===== src/rtl/irq_redir_pkg.sv =====
package irq_redir_pkg;
  localparam logic [7:0] OFS_SEL      = 8'h00;
  localparam logic [7:0] OFS_WIN      = 8'h10;
  localparam logic [7:0] SEL_ID       = 8'h00;
  localparam logic [7:0] SEL_VER      = 8'h01;
  localparam logic [7:0] SEL_ARB      = 8'h02;
  localparam logic [7:0] SEL_ENT_BASE = 8'h10;

  // bit layout is decoded by the delivery logic; keep positions fixed
  typedef struct packed {
    logic [7:0]  dest;
    logic [38:0] rsvd;
    logic        mask;
    logic        trig;   // 1 = level
    logic        rirr;
    logic        pol;
    logic        stat;
    logic        dstm;
    logic [2:0]  dmode;
    logic [7:0]  vec;
  } redir_ent_t;

  typedef enum logic [2:0] {
    SK_ID, SK_VER, SK_ARB, SK_ENT, SK_BAD
  } sel_kind_e;

  function automatic redir_ent_t ent_reset();
    redir_ent_t e;
    e = '0;
    e.mask = 1'b1;
    return e;
  endfunction
endpackage


===== src/rtl/irq_redir_sel_decode.sv =====
module irq_redir_sel_decode
  import irq_redir_pkg::*;
#(
  parameter int unsigned N_ENTRIES = 24,
  localparam int unsigned IDX_W = $clog2(N_ENTRIES)
) (
  input  logic [7:0]       sel_i,
  output sel_kind_e        kind_o,
  output logic [IDX_W-1:0] idx_o,
  output logic             hi_o
);
  logic [7:0] off;
  logic [7:0] raw_idx;

  assign off     = sel_i - SEL_ENT_BASE;
  assign raw_idx = {1'b0, off[7:1]};
  assign idx_o   = raw_idx[IDX_W-1:0];
  assign hi_o    = sel_i[0];

  always_comb begin
    if (sel_i == SEL_ID)                              kind_o = SK_ID;
    else if (sel_i == SEL_VER)                        kind_o = SK_VER;
    else if (sel_i == SEL_ARB)                        kind_o = SK_ARB;
    else if (sel_i >= SEL_ENT_BASE &&
             32'(raw_idx) < N_ENTRIES)                kind_o = SK_ENT;
    else                                              kind_o = SK_BAD;
  end
endmodule


===== src/rtl/irq_redir_entry.sv =====
module irq_redir_entry
  import irq_redir_pkg::*;
(
  input  logic        clk_i,
  input  logic        rst_ni,
  input  logic        wr_lo_i,
  input  logic        wr_hi_i,
  input  logic [31:0] wdata_i,
  input  logic        rirr_set_i,
  input  logic        rirr_clr_i,
  input  logic        stat_i,
  input  logic        req_i,
  output redir_ent_t  ent_o,
  output logic        mask_flip_o,
  output logic        svc_hit_o
);
  redir_ent_t ent_q, ent_n, wr_val;
  logic       written;

  assign written = wr_lo_i | wr_hi_i;

  always_comb begin
    wr_val = ent_q;
    if (wr_lo_i) wr_val[31:0]  = wdata_i;
    if (wr_hi_i) wr_val[63:32] = wdata_i;

    ent_n      = wr_val;
    ent_n.stat = stat_i;
    if (rirr_clr_i)      ent_n.rirr = 1'b0;
    else if (rirr_set_i) ent_n.rirr = 1'b1;
    else                 ent_n.rirr = ent_q.rirr;
    if (written && !wr_val.trig) ent_n.rirr = 1'b0;
  end

  assign mask_flip_o = written && (wr_val.mask != ent_q.mask);
  assign svc_hit_o   = written && wr_val.trig && req_i;
  assign ent_o       = ent_q;

  always_ff @(posedge clk_i or negedge rst_ni) begin
    if (!rst_ni) ent_q <= ent_reset();
    else         ent_q <= ent_n;
  end

  assert_edge_write_clears_rirr_R8: assert property (@(posedge clk_i) disable iff (!rst_ni)
    (wr_lo_i && !wdata_i[15]) |=> !ent_q.rirr);

  assert_write_keeps_rirr_R7: assert property (@(posedge clk_i) disable iff (!rst_ni)
    (written && !rirr_set_i && !rirr_clr_i) |=> (!ent_q.trig || ent_q.rirr == $past(ent_q.rirr)));

  assert_stat_follows_input_R7: assert property (@(posedge clk_i) disable iff (!rst_ni)
    1'b1 |=> ent_q.stat == $past(stat_i));

  assert_hi_write_keeps_lo_R4: assert property (@(posedge clk_i) disable iff (!rst_ni)
    (wr_hi_i && !wr_lo_i) |=> (ent_q.vec == $past(ent_q.vec) && ent_q.mask == $past(ent_q.mask)
                               && ent_q.trig == $past(ent_q.trig)));
endmodule


===== src/rtl/irq_redir_evt.sv =====
module irq_redir_evt #(
  parameter int unsigned N_ENTRIES = 24,
  localparam int unsigned IDX_W = $clog2(N_ENTRIES)
) (
  input  logic                 clk_i,
  input  logic                 rst_ni,
  input  logic [N_ENTRIES-1:0] flip_i,
  input  logic [N_ENTRIES-1:0] old_mask_i,
  input  logic [N_ENTRIES-1:0] svc_i,
  output logic                 mask_chg_o,
  output logic [IDX_W-1:0]     mask_chg_pin_o,
  output logic                 mask_chg_val_o,
  output logic                 svc_req_o,
  output logic [IDX_W-1:0]     svc_pin_o
);
  logic [IDX_W-1:0] flip_pin, svc_pin;
  logic             flip_val;

  // at most one entry is written per cycle, so a plain encoder suffices
  always_comb begin
    flip_pin = '0;
    svc_pin  = '0;
    flip_val = 1'b0;
    for (int i = 0; i < N_ENTRIES; i++) begin
      if (flip_i[i]) begin
        flip_pin = IDX_W'(i);
        flip_val = ~old_mask_i[i];
      end
      if (svc_i[i]) svc_pin = IDX_W'(i);
    end
  end

  always_ff @(posedge clk_i or negedge rst_ni) begin
    if (!rst_ni) begin
      mask_chg_o     <= 1'b0;
      mask_chg_pin_o <= '0;
      mask_chg_val_o <= 1'b0;
      svc_req_o      <= 1'b0;
      svc_pin_o      <= '0;
    end else begin
      mask_chg_o     <= |flip_i;
      mask_chg_pin_o <= flip_pin;
      mask_chg_val_o <= flip_val;
      svc_req_o      <= |svc_i;
      svc_pin_o      <= svc_pin;
    end
  end

  assert_single_flip_R11: assert property (@(posedge clk_i) disable iff (!rst_ni)
    $onehot0(flip_i));

  assert_single_svc_R10: assert property (@(posedge clk_i) disable iff (!rst_ni)
    $onehot0(svc_i));
endmodule


===== src/rtl/irq_redir_regs.sv =====
module irq_redir_regs
  import irq_redir_pkg::*;
#(
  parameter int unsigned N_ENTRIES = 24,
  parameter logic [7:0]  VER_CODE  = 8'h11,
  localparam int unsigned IDX_W = $clog2(N_ENTRIES)
) (
  input  logic                   clk_i,
  input  logic                   rst_ni,
  input  logic [7:0]             addr_i,
  input  logic [31:0]            wdata_i,
  input  logic                   wr_i,
  input  logic                   rd_i,
  output logic [31:0]            rdata_o,
  input  logic [N_ENTRIES-1:0]   req_i,
  input  logic [N_ENTRIES-1:0]   deliv_stat_i,
  input  logic [N_ENTRIES-1:0]   rirr_set_i,
  input  logic [N_ENTRIES-1:0]   rirr_clr_i,
  output logic [N_ENTRIES*8-1:0] vector_o,
  output logic [N_ENTRIES*3-1:0] deliv_mode_o,
  output logic [N_ENTRIES-1:0]   dest_mode_o,
  output logic [N_ENTRIES-1:0]   deliv_stat_o,
  output logic [N_ENTRIES-1:0]   polarity_o,
  output logic [N_ENTRIES-1:0]   remote_irr_o,
  output logic [N_ENTRIES-1:0]   trig_mode_o,
  output logic [N_ENTRIES-1:0]   mask_o,
  output logic [N_ENTRIES*8-1:0] dest_o,
  output logic                   svc_req_o,
  output logic [IDX_W-1:0]       svc_pin_o,
  output logic                   mask_chg_o,
  output logic [IDX_W-1:0]       mask_chg_pin_o,
  output logic                   mask_chg_val_o
);
  localparam logic [7:0] MAX_IDX = 8'(N_ENTRIES - 1);

  logic [7:0]       sel_q;
  logic [3:0]       id_q;
  sel_kind_e        kind;
  logic [IDX_W-1:0] idx;
  logic             hi;
  logic             wr_sel, wr_win;
  logic [31:0]      rd_val, ent_half;

  redir_ent_t           ent [N_ENTRIES];
  logic [N_ENTRIES-1:0] flip, svc;

  assign wr_sel = wr_i && (addr_i == OFS_SEL);
  assign wr_win = wr_i && (addr_i == OFS_WIN);

  irq_redir_sel_decode #(.N_ENTRIES(N_ENTRIES)) u_dec (
    .sel_i  (sel_q),
    .kind_o (kind),
    .idx_o  (idx),
    .hi_o   (hi)
  );

  always_ff @(posedge clk_i or negedge rst_ni) begin
    if (!rst_ni) begin
      sel_q <= '0;
      id_q  <= '0;
    end else begin
      if (wr_sel) sel_q <= wdata_i[7:0];
      if (wr_win && kind == SK_ID) id_q <= wdata_i[27:24];
    end
  end

  for (genvar i = 0; i < N_ENTRIES; i++) begin : g_ent
    logic hit;
    assign hit = wr_win && (kind == SK_ENT) && (idx == IDX_W'(i));

    irq_redir_entry u_ent (
      .clk_i       (clk_i),
      .rst_ni      (rst_ni),
      .wr_lo_i     (hit && !hi),
      .wr_hi_i     (hit && hi),
      .wdata_i     (wdata_i),
      .rirr_set_i  (rirr_set_i[i]),
      .rirr_clr_i  (rirr_clr_i[i]),
      .stat_i      (deliv_stat_i[i]),
      .req_i       (req_i[i]),
      .ent_o       (ent[i]),
      .mask_flip_o (flip[i]),
      .svc_hit_o   (svc[i])
    );

    assign vector_o[i*8 +: 8]     = ent[i].vec;
    assign deliv_mode_o[i*3 +: 3] = ent[i].dmode;
    assign dest_mode_o[i]         = ent[i].dstm;
    assign deliv_stat_o[i]        = ent[i].stat;
    assign polarity_o[i]          = ent[i].pol;
    assign remote_irr_o[i]        = ent[i].rirr;
    assign trig_mode_o[i]         = ent[i].trig;
    assign mask_o[i]              = ent[i].mask;
    assign dest_o[i*8 +: 8]       = ent[i].dest;
  end

  irq_redir_evt #(.N_ENTRIES(N_ENTRIES)) u_evt (
    .clk_i          (clk_i),
    .rst_ni         (rst_ni),
    .flip_i         (flip),
    .old_mask_i     (mask_o),
    .svc_i          (svc),
    .mask_chg_o     (mask_chg_o),
    .mask_chg_pin_o (mask_chg_pin_o),
    .mask_chg_val_o (mask_chg_val_o),
    .svc_req_o      (svc_req_o),
    .svc_pin_o      (svc_pin_o)
  );

  always_comb begin
    ent_half = '0;
    for (int i = 0; i < N_ENTRIES; i++)
      if (idx == IDX_W'(i)) ent_half = hi ? ent[i][63:32] : ent[i][31:0];
  end

  always_comb begin
    rd_val = '0;
    if (addr_i == OFS_SEL) rd_val = {24'h0, sel_q};
    else if (addr_i == OFS_WIN) begin
      case (kind)
        SK_ID, SK_ARB: rd_val = {4'h0, id_q, 24'h0};
        SK_VER:        rd_val = {8'h0, MAX_IDX, 8'h0, VER_CODE};
        SK_ENT:        rd_val = ent_half;
        default:       rd_val = '1;
      endcase
    end
  end

  always_ff @(posedge clk_i or negedge rst_ni) begin
    if (!rst_ni)   rdata_o <= '0;
    else if (rd_i) rdata_o <= rd_val;
  end

  assert_rdata_hold_R1: assert property (@(posedge clk_i) disable iff (!rst_ni)
    !rd_i |=> $stable(rdata_o));

  assert_svc_pin_level_R10: assert property (@(posedge clk_i) disable iff (!rst_ni)
    svc_req_o |-> trig_mode_o[svc_pin_o]);

  assert_mask_evt_value_R11: assert property (@(posedge clk_i) disable iff (!rst_ni)
    mask_chg_o |-> (mask_o[mask_chg_pin_o] == mask_chg_val_o));

  assert_bad_sel_no_evt_R5: assert property (@(posedge clk_i) disable iff (!rst_ni)
    (wr_i && addr_i == OFS_WIN && (sel_q > SEL_ARB) &&
     (sel_q < SEL_ENT_BASE || ((sel_q - SEL_ENT_BASE) >> 1) > MAX_IDX))
    |=> (!mask_chg_o && !svc_req_o));

  assert_id_write_only_R2: assert property (@(posedge clk_i) disable iff (!rst_ni)
    (wr_i && addr_i == OFS_WIN && sel_q == SEL_ARB) |=> $stable(id_q));
endmodule


===== config.mk =====
export PLATFORM = sky130hd
export DESIGN_NAME = irq_redir_regs
export DESIGN_NICKNAME = d
export VERILOG_FILES = /design/src/rtl/irq_redir_pkg.sv /design/src/rtl/irq_redir_sel_decode.sv /design/src/rtl/irq_redir_entry.sv /design/src/rtl/irq_redir_evt.sv /design/src/rtl/irq_redir_regs.sv
export SDC_FILE = /design/constraint.sdc
export NUM_CORES = 2
export LEC_CHECK = 0
export BUFFER_PORTS_ARGS = -buffer_cell sky130_fd_sc_hd__buf_4
export CAP_MARGIN = 10
export CORE_MARGIN = 2
export CORE_UTILIZATION = 30
export DETAILED_ROUTE_END_ITERATION = 7
export PLACE_DENSITY = 0.49
export SKIP_LAST_GASP = 1
export SLEW_MARGIN = 30
export SYNTH_ARGS = -nofsm -noshare
export SYNTH_HDL_FRONTEND = slang
export SYNTH_SLANG_ARGS = --single-unit

===== constraint.sdc =====
create_clock -name clk_i -period 5.36 [get_ports clk_i]
set_input_delay 0.268 -clock clk_i [delete_from_list [all_inputs] [get_ports clk_i]]
set_output_delay 0.268 -clock clk_i [all_outputs]
set_load 0.01 [all_outputs]

==> qor.txt <==
Outcome: finished with violations
Failing checks: negative hold slack
Post-synthesis sequential area ratio: 50.20%
Root buffer cell: clkbuf_16
CP max-delay cell: nor2b_2
Fin Setup TNS: 0 ns
Tmin final: 5.060 ns
Ports: 785
Final Max Slew Viols: 0
Mux contribution to synthesized area: 30.61%
Syn Inst Count: 6444
Net Switching: 0.006676 W
Internal Power: 0.02036 W
Reg power frac: 44.9%
DR vias/cell: 5.484
Post_cts resized: 0
Largest family of logic cells by synthesized area: multiplexers
Synth async-reset ratio: 100.0%
Wire per inst: 36.13 um
CP dominant cell by count: dlygate4sd3_1
Vias in the first global route: 55480
Total CTS buffers: 198
Nets: 6711
Syn nets: 6586
Syn. warnings: 0
Top-count cell post-synth: dfrtp_1
Relative slew slack: 20.40%
Worst Clk Skew: 0.05779 ns
Pwr/cell area: 290.9 mW/mm2
Seq. cell area: 0.03990 mm2
Switching fraction of total power: 24.69%
FP Rows: 188
CP arrival: 5.81 ns
Clock Power Share: 49.8%
Startpoint Class: flip-flop
WHS: -0.02241 ns
Post-Synth Adder-Cell Area: 0.03149%
CTS clk-pin slew, worst paths: 0.06 ns
First-pass GRT wire length: 498600 um
Max FO, Critical Path: 14
Pre-CTS WS: 0.9170 ns
Cell area after synthesis: 0.07946 mm2
Htree depth: 4
Worst setup EP type: flip-flop
RePlAce Congestion: 0.9350
Clock sink count: 1593
Synth cell count leaders: dfrtp_1, mux2_2, mux2i_1
Die area: 0.2690 mm2
Routed wire length: 370500 um
Largest area contributor in the netlist: dfrtp_1
Drt first-iter violations: 5734
Hpwl dp: 261500 um
Gate power share: 5.3%
Final ANT Viol Nets: 0
Initial antenna violation count: 32
Crit Path Category: flip-flop to flip-flop
Total power: 0.02703 W
Area growth syn-to-layout: 16.96%
Pre-antenna DRT Iters: 6
Pleak: 42.85 nW
Final setup violation count: 0
TritonCTS clock tree: built
#FFs+latches synth: 1593
GRT Total Usage: 26.65%
Die Ht: 518.7 um
Grt ovf: 0
Fin. Hold Viols: 4
Post-Layout Cell Count: 10260
Prevailing post-synth register cell: dfrtp_1
Mean Syn Cell Area: 12.33 um2
Worst-Skew Late Latency: 0.89 ns
Max-cap violation count: 0
Top cells by area, synth: dfrtp_1, mux2_2, mux2i_1
Max Buffers Root-to-Sink: 4
Setup WS post-layout: 0.3003 ns
Worst-Margin Slew: 1.185 ns
Multi-input logic area: 0.03335 mm2
Die width: 518.7 um
Fmax: 197.6 MHz
Simple-Gate Fraction of Synth Area: 3.488%
Fin crit share: 94.40%
Placed Cells: 9783
Yosys cell types: 78
Vias: 56240
CP peak stage delay: 0.78 ns
Initial Util: 30.22%
DR DRC count: 0
Compound-gate portion of the synthesized area: 7.095%
Crit-path cells: nor2b_2, nand2_1, or4_2, mux2_4, a311o_1, a311oi_2, dlygate4sd3_1, nand4_1, dlygate4sd3_1
Fraction of layout instances using a drive strength above 1: 43.72%
Peak VDD IR: 0.0002487 V
RSZ-0062 raised after global routing: false
Largest net degree at the start of global routing: 149
Yosys top cell area share: 49.41%
Number of flops mapped to enable cells by yosys: 0
Number of buffers added on ports: 784
Hold Path Class: input pin to asynchronous set/reset pin
Fillers: 26140
Worst EP required: 6.11 ns
Core Box Area: 0.2630 mm2
Post-synthesis xor/xnor area fraction: 0%
-- registers in the layout, summed over array words and instances, names as in the netlist --
name,cells
g_ent.u_ent.ent_o,1536
u_evt.mask_chg_pin_o,5
id_q,4
u_evt.svc_pin_o,5
sel_q,8
u_evt.mask_chg_val_o,1
rdata_o,32
u_evt.svc_req_o,1
u_evt.mask_chg_o,1
-- area by class of cell --
| type | instances | area share, % |
|---|---|---|
| timing repair buffer | 1079 | 9.476 |
| sequential | 1593 | 42.93 |
| clock buffer | 303 | 6.267 |
| clock inverter | 50 | 0.6166 |
| tap | 3515 | 4.732 |
| antenna | 18 | 0.04846 |
| inverter | 11 | 0.04443 |
| multi-input combinational | 3686 | 35.89 |
-- placed cells by master, fill, tap and decap left out, types with 59 or more instances in the layout --
cell type,count
clkbuf_16,202
mux2i_1,651
buf_4,943
nand2_1,107
mux2_2,1521
o22ai_1,146
mux2_1,59
dlygate4sd3_1,100
dfrtp_1,1568
clkbuf_1,62
a21oi_1,207
o21ai_0,205
nor2_1,116
nor3_1,85
-- power groups by stage --
stage	clock, W	combinational (W)	sequential [W]
2_1_floorplan	0	0.000566	0.0123
3_3_place_gp	0	0.00137	0.0123
3_5_place_dp	0	0.00137	0.0123
4_1_cts	0.0137	0.00144	0.0121
5_1_grt	0.0141	0.00151	0.0121
6_report	0.0135	0.00144	0.0121
-- per-layer routing --
layer / up-vias / GRT usage [%] / wire length [um]
met2: 2537 / 42.03 / 168100
met3: 528 / 6.952 / 30760
met5: - / 0 / 27
met1: 30170 / 34.33 / 152200
li1: 23000 / - / -
met4: 4 / 11.60 / 19410
-- final timing paths --
check	to	slack, ns	from	cells after the start
max	u_evt.svc_req_o	0.30	sel_q[1]	9
min	g_ent[1].u_ent.ent_o[11]	-0.02	rst_ni	2
max reg2reg	u_evt.svc_req_o	0.30	sel_q[1]	9
min reg2reg	g_ent[13].u_ent.ent_o[48]	0.49	g_ent[13].u_ent.ent_o[48]	2
max in group asynchronous	g_ent[14].u_ent.ent_o[43]	3.71	rst_ni	3
min in group clk_i	g_ent[6].u_ent.ent_o[12]	0.05	deliv_stat_i[6]	2
-- logic make-up after synthesis --
kind of cell               Yosys count
AOI/OAI and AO/OA                  879
adders and majority gates            2
buffers and inverters             1165
DFF                               1593
muxes                             2232
and+or+nand+nor                    573
-- metrics by stage --
step	area [um2]	util, %
floorplan	79460	-
global placement	85400	32.47
detailed placement	85450	32.49
CTS	92830	35.30
global route	92910	35.33
finish	92940	35.34
-- worst max-delay path, delay by kind of cell (launching register included) --
kind                   cells  cell delay [ns]
AND/OR/NAND/NOR            4             2.26
buffers and inverters      2             1.13
flip-flops                 1             0.61
AO/OA/AOI/OAI              2             0.58
multiplexers               1             0.35
-- what timing repair did --
action / CTS / global route
hold endpoints to repair: 260 / 10
setup endpoints to repair: 0 / 0
buffers inserted: 0 / 0
hold buffers: 99 / 1
Power figures use the tool's default switching activity.
